## src/rtl/iso_rel_pkg.sv

```systemverilog
package iso_rel_pkg;
  typedef enum logic [1:0] {
    RSP_NONE = 2'd0,
    RSP_DATA = 2'd1,
    RSP_ZLP  = 2'd2
  } rsp_e;
endpackage

```

## src/rtl/iso_ep_flags.sv

```systemverilog
module iso_ep_flags (
  input  logic clk,
  input  logic rst_n,
  input  logic upd_en,
  input  logic flush,
  input  logic rdy_set,
  input  logic sof,
  input  logic take,
  output logic pending,
  output logic committed,
  output logic eligible
);
  logic pend_nxt, comm_nxt, flag_en;

  always_comb begin
    pend_nxt = pending;
    comm_nxt = committed;
    if (flush) begin
      pend_nxt = 1'b0;
      comm_nxt = 1'b0;
    end else begin
      if (take) begin
        pend_nxt = 1'b0;
        comm_nxt = 1'b0;
      end else if (sof && pending) begin
        comm_nxt = 1'b1;
      end
      if (rdy_set) pend_nxt = 1'b1;
    end
  end

  assign flag_en  = flush | take | sof | rdy_set;
  assign eligible = committed | (pending & ~upd_en);

  always_ff @(posedge clk or negedge rst_n) begin
    if (!rst_n) begin
      pending   <= 1'b0;
      committed <= 1'b0;
    end else if (flag_en) begin
      pending   <= pend_nxt;
      committed <= comm_nxt;
    end
  end

  AST_COMMIT_NEEDS_PENDING: assert property (@(posedge clk) disable iff (!rst_n)
    committed |-> pending) else $error("committed without pending");
  AST_COMMIT_ONLY_ON_SOF: assert property (@(posedge clk) disable iff (!rst_n)
    $rose(committed) |-> ($past(sof) && $past(pending))) else $error("commit without prior pending SOF");
  AST_FLUSH_EMPTIES: assert property (@(posedge clk) disable iff (!rst_n)
    flush |=> (!pending && !committed)) else $error("flush left state");
endmodule

```

## src/rtl/iso_tok_resp.sv

```systemverilog
module iso_tok_resp
  import iso_rel_pkg::*;
#(
  parameter int NUM_EP = 4,
  localparam int EP_W = (NUM_EP > 1) ? $clog2(NUM_EP) : 1
) (
  input  logic              clk,
  input  logic              rst_n,
  input  logic              flush,
  input  logic              tok,
  input  logic [EP_W-1:0]   tok_ep,
  input  logic [NUM_EP-1:0] eligible,
  output logic [NUM_EP-1:0] take,
  output logic              send_pkt,
  output logic              send_zlp,
  output logic [EP_W-1:0]   tx_ep
);
  rsp_e            rsp_q, rsp_nxt;
  logic [EP_W-1:0] ep_q;
  logic            hit, tok_live;

  assign tok_live = tok & ~flush;
  assign hit      = tok_live & (32'(tok_ep) < NUM_EP) & eligible[tok_ep];

  for (genvar i = 0; i < NUM_EP; i++) begin : g_take
    assign take[i] = hit && (32'(tok_ep) == i);
  end

  always_comb begin
    rsp_nxt = RSP_NONE;
    if (tok_live) rsp_nxt = hit ? RSP_DATA : RSP_ZLP;
  end

  always_ff @(posedge clk or negedge rst_n) begin
    if (!rst_n) begin
      rsp_q <= RSP_NONE;
      ep_q  <= '0;
    end else begin
      rsp_q <= rsp_nxt;
      if (tok_live) ep_q <= tok_ep;
    end
  end

  assign send_pkt = (rsp_q == RSP_DATA);
  assign send_zlp = (rsp_q == RSP_ZLP);
  assign tx_ep    = ep_q;

  AST_RESP_NEEDS_TOKEN: assert property (@(posedge clk) disable iff (!rst_n)
    (send_pkt || send_zlp) |-> ($past(tok) && !$past(flush))) else $error("response without token");
  AST_TOKEN_GETS_RESP: assert property (@(posedge clk) disable iff (!rst_n)
    (tok && !flush) |=> (send_pkt || send_zlp)) else $error("token without response");
endmodule

```

## src/rtl/iso_in_release.sv

```systemverilog
module iso_in_release
  import iso_rel_pkg::*;
#(
  parameter int NUM_EP = 4,
  localparam int EP_W = (NUM_EP > 1) ? $clog2(NUM_EP) : 1
) (
  input  logic              clk,
  input  logic              rst_n,
  input  logic              upd_en_i,
  input  logic              bus_rst_i,
  input  logic              soft_rst_i,
  input  logic [NUM_EP-1:0] rdy_set_i,
  input  logic              sof_i,
  input  logic              tok_i,
  input  logic [EP_W-1:0]   tok_ep_i,
  output logic              send_pkt_o,
  output logic              send_zlp_o,
  output logic [EP_W-1:0]   tx_ep_o,
  output logic [NUM_EP-1:0] pending_o,
  output logic [NUM_EP-1:0] committed_o
);
  logic              flush;
  logic [NUM_EP-1:0] take, eligible;

  assign flush = bus_rst_i | soft_rst_i;

  for (genvar e = 0; e < NUM_EP; e++) begin : g_ep
    iso_ep_flags i_flags (
      .clk       (clk),
      .rst_n     (rst_n),
      .upd_en    (upd_en_i),
      .flush     (flush),
      .rdy_set   (rdy_set_i[e]),
      .sof       (sof_i),
      .take      (take[e]),
      .pending   (pending_o[e]),
      .committed (committed_o[e]),
      .eligible  (eligible[e])
    );
  end

  iso_tok_resp #(.NUM_EP(NUM_EP)) i_resp (
    .clk      (clk),
    .rst_n    (rst_n),
    .flush    (flush),
    .tok      (tok_i),
    .tok_ep   (tok_ep_i),
    .eligible (eligible),
    .take     (take),
    .send_pkt (send_pkt_o),
    .send_zlp (send_zlp_o),
    .tx_ep    (tx_ep_o)
  );

  AST_SENT_UNCOMMITS: assert property (@(posedge clk) disable iff (!rst_n)
    send_pkt_o |-> !committed_o[tx_ep_o]) else $error("sent endpoint still committed");
  AST_HOLD_UNTIL_SOF: assert property (@(posedge clk) disable iff (!rst_n)
    (send_pkt_o && $past(upd_en_i)) |-> !$past(pending_o[tx_ep_o]) || $past(committed_o[tx_ep_o]))
    else $error("packet released before frame");
endmodule

```

## config.mk

```make
export PLATFORM = sky130hd
export DESIGN_NAME = iso_in_release
export DESIGN_NICKNAME = d
export VERILOG_FILES = /design/src/rtl/iso_rel_pkg.sv /design/src/rtl/iso_ep_flags.sv /design/src/rtl/iso_tok_resp.sv /design/src/rtl/iso_in_release.sv
export SDC_FILE = /design/constraint.sdc
export NUM_CORES = 1
export LEC_CHECK = 0
export ABC_AREA = 1
export CAP_MARGIN = 0
export CORE_AREA = 2 2 39 41
export DETAILED_ROUTE_END_ITERATION = 7
export DIE_AREA = 0 0 41 43
export DONT_BUFFER_PORTS = 1
export PLACE_DENSITY = 0.69
export SETUP_SLACK_MARGIN = 0.15
export SLEW_MARGIN = 20
export SYNTH_ARGS = -nofsm -noshare
export SYNTH_HDL_FRONTEND = slang
export SYNTH_SLANG_ARGS = --single-unit
export TNS_END_PERCENT = 100
```

## constraint.sdc

```tcl
create_clock -name clk -period 1.1 [get_ports clk]
set_input_delay 0.22 -clock clk [delete_from_list [all_inputs] [get_ports clk]]
set_output_delay 0.22 -clock clk [all_outputs]
set_load 0.005 [all_outputs]
```

## Yosys cells after proc, flatten, opt, wreduce, memory -nomap -nowiden

Cells that the tools add are included.

| operators by class | value |
|---|---|
| multiplexer cells | 28 |
| magnitude comparators | 1 |
| reductions and logical operators | 25 |
| bitwise logic cells | 25 |
| eq/ne operators | 5 |

Operators with widths:

| kind | number |
|---|---|
| $mux 1 | 25 |
| $reduce_bool 3->1 | 8 |
| $or 1x1->1 | 17 |
| $reduce_and 2->1 | 8 |
| $logic_and 1x1->1 | 8 |
| $and 1x1->1 | 6 |
| $eq 2x2->1 const B | 3 |
| $eq 2x1->1 const B | 2 |
| $mux 2 | 2 |
| $lt 2x3->1 const B | 1 |
| $bmux 1 s2 | 1 |
| $logic_not 2->1 | 1 |
| $not 1->1 | 2 |

| word-level totals | value |
|---|---|
| input bits | 13 |
| bits in registers | 12 |
| output and inout bits | 12 |

## Logic depth before layout (Yosys ltp)

| depth | value |
|---|---|
| depth in word-level cells | 11 |
| gate-level depth with buffers | 8 |
| gate-level depth less buffers | 8 |

## Modules after synthesis

From an unflattened synthesis, not the netlist that was laid out.

| unflattened totals | value |
|---|---|
| cells, all modules | 96 |
| area total of the unflattened synthesis | 660.6 µm² |

Modules (own cells, without submodules):

| module | cells each | times used | area each (µm²) |
|---|---|---|---|
| iso_ep_flags | 14 | 4 | 98.8 |
| iso_tok_resp | 37 | 1 | 254.0 |
| iso_in_release | 3 | 1 | 11.3 |

## Worst setup path before layout

OpenSTA, ideal clock, no wires.

| timing path | value |
|---|---|
| path type | reg-to-reg |
| start | reg g_ep[2].i_flags.pending |
| end | reg g_ep[3].i_flags.committed |
| arrival | 0.929 ns |
| data required time | 0.986 ns |
| buffers on the path | 0 |
| slack | 0.057 ns |
| cell stages (with the launch flop) | 8 |
| cell sequence | dfrtp_1 -> nand2_1 -> nand3_1 -> nand2_1 -> nor2_2 -> nand3_1 -> nand3b_1 -> inv_1 |

| on the way | value |
|---|---|
| longest elaborated chain between the ends | 10 |
| elaborated cells on any way between the ends | 13 |

Ends and longest elaborated chain:

| element | RTL line | text |
|---|---|---|
| start: declaration | iso_ep_flags.sv:9 | `output logic pending,` |
| start signal: assignment | iso_ep_flags.sv:40 | `pending <= pend_nxt;` |
| $and 1x1->1 (*) | iso_ep_flags.sv:33 | `assign eligible = committed \| (pending & ~upd_en);` |
| $or 1x1->1 (*) | iso_ep_flags.sv:33 |  |
| $bmux 1 s2 (*) | iso_tok_resp.sv:23 | `assign hit = tok_live & (32'(tok_ep) < NUM_EP) & eligible[tok_ep];` |
| $mux 1 (not written as such) (*) | iso_tok_resp.sv:23 |  |
| $and 1x1->1 (*) | iso_tok_resp.sv:23 |  |
| $logic_and 1x1->1 (*) | iso_tok_resp.sv:26 | `assign take[i] = hit && (32'(tok_ep) == i);` |
| $or 1x1->1 (3 in series) | iso_ep_flags.sv:32 | `assign flag_en = flush \| take \| sof \| rdy_set;` |
| $reduce_and 2->1 (no source line) | - |  |
| end signal: assignment | iso_ep_flags.sv:41 | `committed <= comm_nxt;` |
| end: declaration | iso_ep_flags.sv:10 | `output logic committed,` |

Every way passes the cells marked *; elsewhere a longest branch is shown, timed or not. The select of a mux whose other input is x is not followed.
A chain may end at the register's enable or synchronous reset.

## Final worst setup path

| timing path | value |
|---|---|
| start | reg g_ep[0].i_flags.committed |
| end | reg i_resp.rsp_q[1] |

| on the way | value |
|---|---|
| longest elaborated chain between the ends | 6 |

Ends and longest elaborated chain:

| element | RTL line | text |
|---|---|---|
| start: declaration | iso_ep_flags.sv:10 |  |
| start signal: assignment | iso_ep_flags.sv:41 |  |
| $or 1x1->1 | iso_ep_flags.sv:33 |  |
| $bmux 1 s2 | iso_tok_resp.sv:23 |  |
| $mux 1 (not written as such) | iso_tok_resp.sv:23 |  |
| $and 1x1->1 | iso_tok_resp.sv:23 |  |
| $mux 2 (2 in series) | iso_tok_resp.sv:31 | `if (tok_live) rsp_nxt = hit ? RSP_DATA : RSP_ZLP;` |
| named net i_resp.rsp_nxt[1] | iso_tok_resp.sv:18 | `rsp_e rsp_q, rsp_nxt;` |
| end signal: assignment | iso_tok_resp.sv:39 | `rsp_q <= rsp_nxt;` |
| end: declaration | iso_tok_resp.sv:18 |  |

The timed path passes the listed nets, and every way through them passes these cells. The select of a mux whose other input is x is not followed.

==> impl_metrics.ini <==
[cts]
clkSinkCount = 12
clockBufferDepth = 2
clk_pin_slew_ns = 0.07
cts_tree = built
htreeDepth = 1
clk_latency_ns = 0.27
cts_buffers = 3
clock-root-buffer = clkbuf_4

[global_routing]
grt_pass1_vias = 501
gr-total-overflow = 0
grt_max_degree = 13
grt_pass1_wl_um = 2100
antenna_found_initial = 0
groute.usage.overall = 0.182

[logic_synthesis]
synthCells = 89
synth.top_cell.area_share = 0.458
ys_seq_area_frac = 0.458
netlist_area_um2 = 656
syn-num-nets = 102
syn_avg_cell_area_um2 = 7.37
ys_seq_elements = 12
synthTopCellsByArea = dfrtp_1 46%, nand2_1 14%, nand3_1 11%
synth.distinct_cells = 12
yosys_warnings = 0
synth_top_cell_by_area = dfrtp_1

[sta]
setup_tns_ns = -0.270
slew_headroom = 0.640
worstMarginPinSlew_ns = 0.538
setup_viol_count_final = 10
maxSlewViolCount = 0
fin_worst_skew_ns = 0.00315
timing.final.ws_setup_ns = -0.0521
grt_setup_unrepaired = yes
clock.fmax_ghz = 0.868
hold_viol = 0
fin_crit_ns = 1.15
period_share = 1.05

[setup_path]
startpoint_type = register
worstPathRequired_ns = 1.26
endpoint_kind = register
crit_start = g_ep[0].i_flags.committed
arrival_ns = 1.31
r2r-start = g_ep[0].i_flags.committed
cp_max_fo = 5
criticalPathCategory = reg2reg

[floorplan]
die_width_um = 41
rows = 14
dieHeight_um = 43
pin_count = 25
coreArea_mm2 = 0.00138
initial_core_util = 0.474
dieArea_mm2 = 0.00176

[final_layout]
drive_gt1_frac = 0.394
multi_input_area_um2 = 320
syn_to_final_growth_pct = 32.4
regArea_um2 = 300
final_area_um2 = 868
final_util = 0.627
filler_cell_count = 127
num-nets-final = 114
diodes = 0

[pwr]
power_frac_comb = 0.186
internal_power_w = 0.000670
p_per_area_mw_per_mm2 = 1060
peakVddDrop_mv = 0.780
power_leakage_nw = 0.462
switching_share = 0.270
p_sw_w = 0.000248
pwr-share-clk = 0.287
power_w = 0.000918
p_seq_frac = 0.527

[placed_design]
port_buffers = 0
hpwl_um = 982
gp_congestion = 0.847
placedInstanceArea_um2 = 683

[drt]
drc = 0
drtIter0Drc = 10
wl_per_cell_um = 13.3
finalWirelength_um = 1520
vias_per_cell = 5.07
drt.antenna.violating_nets = 0
vias = 583
drt_pre_antenna_iters = 3

[run_status]
outcome = finished with violations
violations = negative setup slack

[flow_run]
cap_viol_max_count = 0

[hold_path]
holdCritStartpoint = rdy_set_i[1]
hp-class = in2reg
-- critical path, cell delays in order (launching register included) --
cell and delay [ns]:
dfrtp_1 0.37, inv_1 0.08, nand3_2 0.08, nand2_2 0.07, nor2_4 0.19, buf_4 0.15, buf_6 0.08, nor2_1 0.03
-- stage by stage --
stage | hold WS (ns) | setup WS, ns | std cells
floorplan | -0.0756 | 0.0571 | 89
detailed placement | -0.0753 | -0.0198 | 106
global placement | -0.0753 | 0.0167 | 106
CTS | 0.0593 | 0.00421 | 112
global route | 0.0634 | -0.108 | 115
finish | 0.0627 | -0.0521 | 115
-- per-layer routing --
layer	track usage	wire, um	vias up
met2	0.275	866	14
met4	0.120	23	0
met3	0.0471	73	4
met1	0.215	561	275
met5	0	0	-
li1	-	-	290
-- layout by cell type (no fill, tap or decap) --
cell type,netlist,layout
clkbuf_4,0,3
nor3_1,2,2
nand2_2,0,2
nand2_1,25,23
nor2_2,2,2
dlygate4sd3_1,0,1
nand3_1,14,1
buf_4,9,7
dfrtp_1,12,12
nand3b_1,1,1
nor2_1,7,5
nand3_2,0,13
o21ai_0,2,2
buf_6,0,8
clkinv_1,1,1
inv_1,13,11
a21oi_1,1,1
inv_2,0,2
nor2_4,0,2
-- flip-flops by register name, summed over array words and instances (netlist names) --
register and count:
g_ep.i_flags.committed 4, i_resp.tx_ep 2, g_ep.i_flags.pending 4, i_resp.rsp_q 2
-- cells in the mapped netlist --
library cell  count
a21oi_1           1
buf_4             9
clkinv_1          1
dfrtp_1          12
inv_1            13
nand2_1          25
nand3_1          14
nand3b_1          1
nor2_1            7
nor2_2            2
nor3_1            2
o21ai_0           2
-- cell families (layout without fill, tap and decap cells) --
logic type	count (synthesis)	after routing	share of synthesized area
AO/OA/AOI/OAI	3	3	0.0229
AND/OR/NAND/NOR	51	51	0.336
buffers and inverters	23	33	0.183
flip-flops	12	12	0.458
-- path summary, 6_finish.rpt --
path                                              to  slack, ns  cells after the start
min in group asynchronous            i_resp.tx_ep[1]       0.37                      1
max reg2reg                          i_resp.rsp_q[1]      -0.05                      7
min reg2reg                          i_resp.tx_ep[1]       0.51                      2
min                          g_ep[1].i_flags.pending       0.06                      2
max in group asynchronous  g_ep[1].i_flags.committed       0.37                      1
max                                  i_resp.rsp_q[1]      -0.05                      7
-- what timing repair did --
action / in CTS / in global routing
gates resized for setup: 11 / 18
pin swaps: 2 / 7
setup endpoints to repair: 18 / 20
endpoints found under the hold margin: 12 / 0
hold buffers: 1 / 0
setup buffers: 2 / 3
-- power by group through the flow --
stage / clock [W] / combinational, W / sequential [W]
after CTS: 0.000272 / 0.000141 / 0.000482
after floorplan: 0 / 0.0000814 / 0.000490
final: 0.000263 / 0.000171 / 0.000484
after detailed placement: 0 / 0.000102 / 0.000490
after global placement: 0 / 0.0000992 / 0.000489
after global routing: 0.000287 / 0.000188 / 0.000487
-- final cells by class --
cell class / count / area share
Multi-Input combinational cell: 54 / 0.369
Sequential cell: 12 / 0.346
Timing Repair Buffer: 16 / 0.176
Inverter: 14 / 0.0605
Clock buffer: 3 / 0.0259
Tap cell: 16 / 0.0231
(Power assumes the default switching activity.)
